**src/rtl/tenure_pkg.sv**
```systemverilog
package tenure_pkg;
  localparam int unsigned LIMIT_W    = 8;
  localparam int unsigned FIXED_LSBS = 4;

  typedef struct packed {
    logic load;   // copy limit into counter
    logic dec;    // step counter down by one
  } tenureStrobe_t;
endpackage

```
**src/rtl/tenure_dp.sv**
```systemverilog
module tenure_dp
  import tenure_pkg::*;
#(
  parameter int unsigned W = LIMIT_W,
  parameter int unsigned FIXED = FIXED_LSBS
) (
  input  logic          clk,
  input  logic          rstN,
  input  logic          cfgWrEn,
  input  logic [W-1:0]  cfgWrData,
  input  tenureStrobe_t strobe,
  output logic [W-1:0]  limitOut,
  output logic [W-1:0]  countOut,
  output logic          cntZero
);
  localparam int unsigned PROG_W = W - FIXED;

  logic [PROG_W-1:0] progBits;
  logic [W-1:0]      count;

  always_ff @(posedge clk or negedge rstN) begin
    if (!rstN)        progBits <= '0;
    else if (cfgWrEn) progBits <= cfgWrData[W-1:FIXED];
  end

  assign limitOut = {progBits, {FIXED{1'b1}}};

  always_ff @(posedge clk or negedge rstN) begin
    if (!rstN)            count <= '0;
    else if (strobe.load) count <= limitOut;
    else if (strobe.dec)  count <= count - {{(W-1){1'b0}}, 1'b1};
  end

  assign countOut = count;
  assign cntZero  = (count == '0);

  p_load_limit_r3: assert property (@(posedge clk) disable iff (!rstN)
    strobe.load |=> count == $past(limitOut));

  p_step_one_r4: assert property (@(posedge clk) disable iff (!rstN)
    (strobe.dec && !strobe.load) |=> count == $past(count) - 1'b1);

  p_keep_zero_r5: assert property (@(posedge clk) disable iff (!rstN)
    (cntZero && !strobe.load) |=> cntZero);
endmodule

```
**src/rtl/tenure_ctrl.sv**
```systemverilog
module tenure_ctrl
  import tenure_pkg::*;
(
  input  logic          clk,
  input  logic          rstN,
  input  logic          frameStart,
  input  logic          xferDone,
  input  logic          gntN,
  input  logic          cntZero,
  output tenureStrobe_t strobe,
  output logic          owned,
  output logic          expiredOut,
  output logic          releaseOut
);
  typedef enum logic {ST_IDLE, ST_OWN} tenureState_e;
  tenureState_e state, stateNext;

  always_comb begin
    stateNext = state;
    if (frameStart)                     stateNext = ST_OWN;
    else if (state == ST_OWN && xferDone) stateNext = ST_IDLE;
  end

  always_ff @(posedge clk or negedge rstN) begin
    if (!rstN) state <= ST_IDLE;
    else       state <= stateNext;
  end

  assign owned       = (state == ST_OWN);
  assign strobe.load = frameStart;
  assign strobe.dec  = owned && !cntZero && !frameStart;
  assign expiredOut  = owned && cntZero;
  assign releaseOut  = expiredOut && gntN;

  p_done_ends_r8: assert property (@(posedge clk) disable iff (!rstN)
    (owned && xferDone && !frameStart) |=> !owned);

  p_start_owns_r9: assert property (@(posedge clk) disable iff (!rstN)
    frameStart |=> owned);

  p_grant_blocks_r7: assert property (@(posedge clk) disable iff (!rstN)
    !gntN |-> !releaseOut);
endmodule

```
**src/rtl/mst_tenure_timer.sv**
```systemverilog
module mst_tenure_timer
  import tenure_pkg::*;
(
  input  logic               clk,
  input  logic               rstN,
  input  logic               cfgWrEn,
  input  logic [LIMIT_W-1:0] cfgWrData,
  input  logic               frameStart,
  input  logic               gntN,
  input  logic               xferDone,
  output logic [LIMIT_W-1:0] cfgLimit,
  output logic [LIMIT_W-1:0] tenureCount,
  output logic               busOwned,
  output logic               expired,
  output logic               mustRelease
);
  tenureStrobe_t strobe;
  logic          cntZero;

  tenure_ctrl u_ctrl (
    .clk        (clk),
    .rstN       (rstN),
    .frameStart (frameStart),
    .xferDone   (xferDone),
    .gntN       (gntN),
    .cntZero    (cntZero),
    .strobe     (strobe),
    .owned      (busOwned),
    .expiredOut (expired),
    .releaseOut (mustRelease)
  );

  tenure_dp #(.W(LIMIT_W), .FIXED(FIXED_LSBS)) u_dp (
    .clk       (clk),
    .rstN      (rstN),
    .cfgWrEn   (cfgWrEn),
    .cfgWrData (cfgWrData),
    .strobe    (strobe),
    .limitOut  (cfgLimit),
    .countOut  (tenureCount),
    .cntZero   (cntZero)
  );

  p_release_needs_expiry_r6: assert property (@(posedge clk) disable iff (!rstN)
    mustRelease |-> (busOwned && tenureCount == '0 && gntN));
endmodule

```
**config.mk**
```make
export PLATFORM = sky130hd
export DESIGN_NAME = mst_tenure_timer
export DESIGN_NICKNAME = d
export VERILOG_FILES = /design/src/rtl/tenure_pkg.sv /design/src/rtl/tenure_dp.sv /design/src/rtl/tenure_ctrl.sv /design/src/rtl/mst_tenure_timer.sv
export SDC_FILE = /design/constraint.sdc
export NUM_CORES = 1
export LEC_CHECK = 0
export BUFFER_PORTS_ARGS = -buffer_cell sky130_fd_sc_hd__buf_2
export CAP_MARGIN = 10
export CORE_UTILIZATION = 47
export CTS_BUF_LIST = sky130_fd_sc_hd__clkbuf_4
export DETAILED_ROUTE_END_ITERATION = 6
export HOLD_SLACK_MARGIN = 0.02
export PLACE_DENSITY = 0.88
export RECOVER_POWER = 100
export SETUP_SLACK_MARGIN = 0.1
export SYNTH_ARGS = -nofsm -noshare
export SYNTH_HDL_FRONTEND = slang
export SYNTH_SLANG_ARGS = --single-unit
export TNS_END_PERCENT = 1
```
**constraint.sdc**
```tcl
create_clock -name clk -period 1.98 [get_ports clk]
set_input_delay 0.099 -clock clk [delete_from_list [all_inputs] [get_ports clk]]
set_output_delay 0.099 -clock clk [all_outputs]
set_load 0.05 [all_outputs]
```
==> run metrics <==
post-synth design cell area=712 um2; Arr. time, crit path=between 1500 and 2000 ps; I/O pins=33; Post-Place Cells=about 110; Initial DRC Count=25; die extent in y=40.9 um; dpl cell area=between 800 and 900 um2; Routed WL per cell=16.1 um; initial antenna violation count=0; # port buffers=24; maximum VDD drop=0.581 mV; status=complete, but fails checks; CTS sink cnt=13; reg2reg path depth=6; layout cells sized above 1=36.0%; ant diodes=0; start-to-end type of the worst setup path=reg -> out; R2R Setup Slk=~70 ps; global-route wire length before repair=approximately 2.7 mm; Layout Nets=117; Pint=between 0.4 and 0.5 mW; Max Clock Skew=between 1 and 1.5 ps; num rows=13; CP max FO=3; Seq/Total Area, Yosys=roughly 46%; top_reg_cell synth=dfrtp_1; cell area after layout=936 um2; pwr/cell area=between 700 and 800 nW/um2; Min-Delay Path Depth=2; drt drc=0; Core Region=roughly 1400 um2; Worst path depth=6; RSZ-0062 raised after global routing=yes; yosys warns=0; Worst setup EP type=output port; combinational power share=32.2%; period utilization=104%; worst-path cell chain=inv_2 -> ha_4 -> or4b_4 -> nor3_4 -> and2_4 -> buf_8; Area Overhead vs Synth=31.5%; die footprint=about 1700 um2; H-tree Lvls=1; largest net degree at the start of global routing=14; CP startpoint kind=flip-flop; Fillers=between 100 and 150; initial core utilization=between 50% and 60%; Die W=approximately 40 um; Hold Fails Final Rpt=0; Layout Cells excl Fill=115; Max Transition Viols Final=0; Final min period=2050 ps; setup violators final=2; CTS Buf Count=3; Final ANT Viol Nets=0; sw frac=39.6%; Synth area leaders=dfrtp_1, mux2_2, buf_4; Buf+Inv Stages, Crit Path=2; Synth Register Bits=13; clk_lat worst skew=between 200 and 300 ps; fin worst setup slack=-72.9 ps; FMAX=between 400 and 500 MHz; count leader, synth=dfrtp_1; setup slack at placement=159 ps; Max Root-Sink Buffers=2; vias in the first global route=roughly 600; post-synth top area share=between 40% and 50%; Syn Area/Cell=roughly 10 um2; EDFF count, synth=0; post-layout util=69.3%; Worst-Margin Slew=707 ps; required time of the critical path=between 1500 and 2000 ps; DP HPWL=just over 1 mm; CTS tree=done; clock share of power=between 20 and 30%; asr flop ratio synth=100%; NetSw=0.296 mW; number of vias per cell=~6.0; DRT Pass-1 Iters=4; clock transition at the registers of the reported paths=roughly 80 ps; Slew headroom=between 50% and 60%; Top delay family on crit path=simple AND/OR/NAND/NOR gates; Worst path slowest cell=or4b_4; Netlist cell types=29; vias=a little under 700; crit-path max cell delay=490 ps; static leakage=0.404 nW; class of the worst hold path=in -> reg; Tot GR Track Use=between 20% and 30%; drt total wl=around 1.9 mm; GPL Wtd Cong=~0.85; clk root buf=clkbuf_4; commonest cells in the synthesized netlist=dfrtp_1, nor2_1, inv_1, buf_4, mux2_2; global route overflow=0; failing checks=negative setup slack; post-synth top area cell=dfrtp_1; sequential share of power=42.7%; max-cap violations=0; Post-Synthesis Cells=68; Final Power=0.746 mW
[flip-flops by register name (all words and copies together) (netlist names)]
| signal | count |
|---|---|
| u_ctrl.owned | 1 |
| u_dp.progBits | 4 |
| u_dp.countOut | 8 |
[power by group through the flow]
stage | clock network, mW | registers [mW] | logic [mW]
5_1_grt | 0.198 | 0.320 | 0.252
3_5_place_dp | 0 | 0.323 | 0.220
3_3_place_gp | 0 | 0.321 | 0.217
2_1_floorplan | 0 | 0.412 | 0.0783
4_1_cts | 0.183 | 0.315 | 0.238
6_report | 0.187 | 0.319 | 0.241
[final cells by class]
type                       instances  area [um2]  share of cell area (%)
tap                               15        18.8                    2.01
clock buffer                       4        30.0                    3.21
inverter                           5        18.8                    2.01
sequential                        13         328                    35.0
timing repair buffer              31         176                    18.9
multi-input combinational         47         364                    38.9
[per-layer routing]
metal	share of wire [%]	routed length, um	up-vias	GRT usage (%)
met5	0	0	-	0
met4	3.5	65	0	15.0
met3	7.2	133	11	3.26
met2	49	913	54	43.8
met1	40	740	322	32.1
li1	-	-	307	-
[kinds of logic (layout without fill, tap and decap cells)]
family,count (synthesis),in the layout,synth area share [%]
AND/OR/NAND/NOR,19,19,15.6
other,1,4,0.527
adder cells (fa/ha/maj),2,2,3.51
buffers and inverters,11,40,8.96
AO/OA/AOI/OAI,16,16,16.5
flip-flops,13,13,45.7
multiplexers,6,6,9.14
[final timing paths]
| check | startpoint | endpoint |
|---|---|---|
| worst max-delay path | u_dp.countOut[0] | mustRelease |
| worst min register to register | u_dp.progBits[1] | u_dp.progBits[1] |
| min in group asynchronous | rstN | u_dp.progBits[0] |
| max in group asynchronous | rstN | u_dp.countOut[0] |
| worst min-delay path | cfgWrData[7] | u_dp.progBits[3] |
| worst max register to register | u_dp.countOut[0] | u_dp.countOut[1] |
[repair_timing]
action	in CTS	in global routing
hold endpoints to repair	14	0
endpoints found under the setup margin	2	4
hold buffers	2	0
buffers inserted	4	0
gates resized for setup	3	0
[layout by cell type (no fill, tap or decap), types with 2 or more instances in the layout]
| cell type | synthesis | final |
|---|---|---|
| a21oi_1 | 2 | 2 |
| a31oi_1 | 2 | 2 |
| buf_2 | 0 | 14 |
| buf_4 | 4 | 5 |
| clkbuf_1 | 1 | 9 |
| clkbuf_4 | 0 | 4 |
| conb_1 | 1 | 4 |
| dfrtp_1 | 13 | 11 |
| dfrtp_2 | 0 | 2 |
| dlygate4sd3_1 | 0 | 2 |
| inv_1 | 5 | 3 |
| inv_2 | 0 | 2 |
| mux2_2 | 4 | 4 |
| mux2i_1 | 2 | 2 |
| nor2_1 | 6 | 6 |
| nor2b_1 | 2 | 2 |
| nor3_1 | 3 | 2 |
| o21ai_0 | 2 | 2 |
| o31ai_1 | 3 | 3 |
| or3b_1 | 2 | 2 |
[stage by stage]
stage,hold slack (ps),setup TNS (ps)
2_1_floorplan,-197,-200
3_3_place_gp,-1.66,0
3_5_place_dp,0.800,0
4_1_cts,48.4,-21.1
5_1_grt,35.9,-203
6_report,40.0,-127
(Power assumes the default switching activity.)
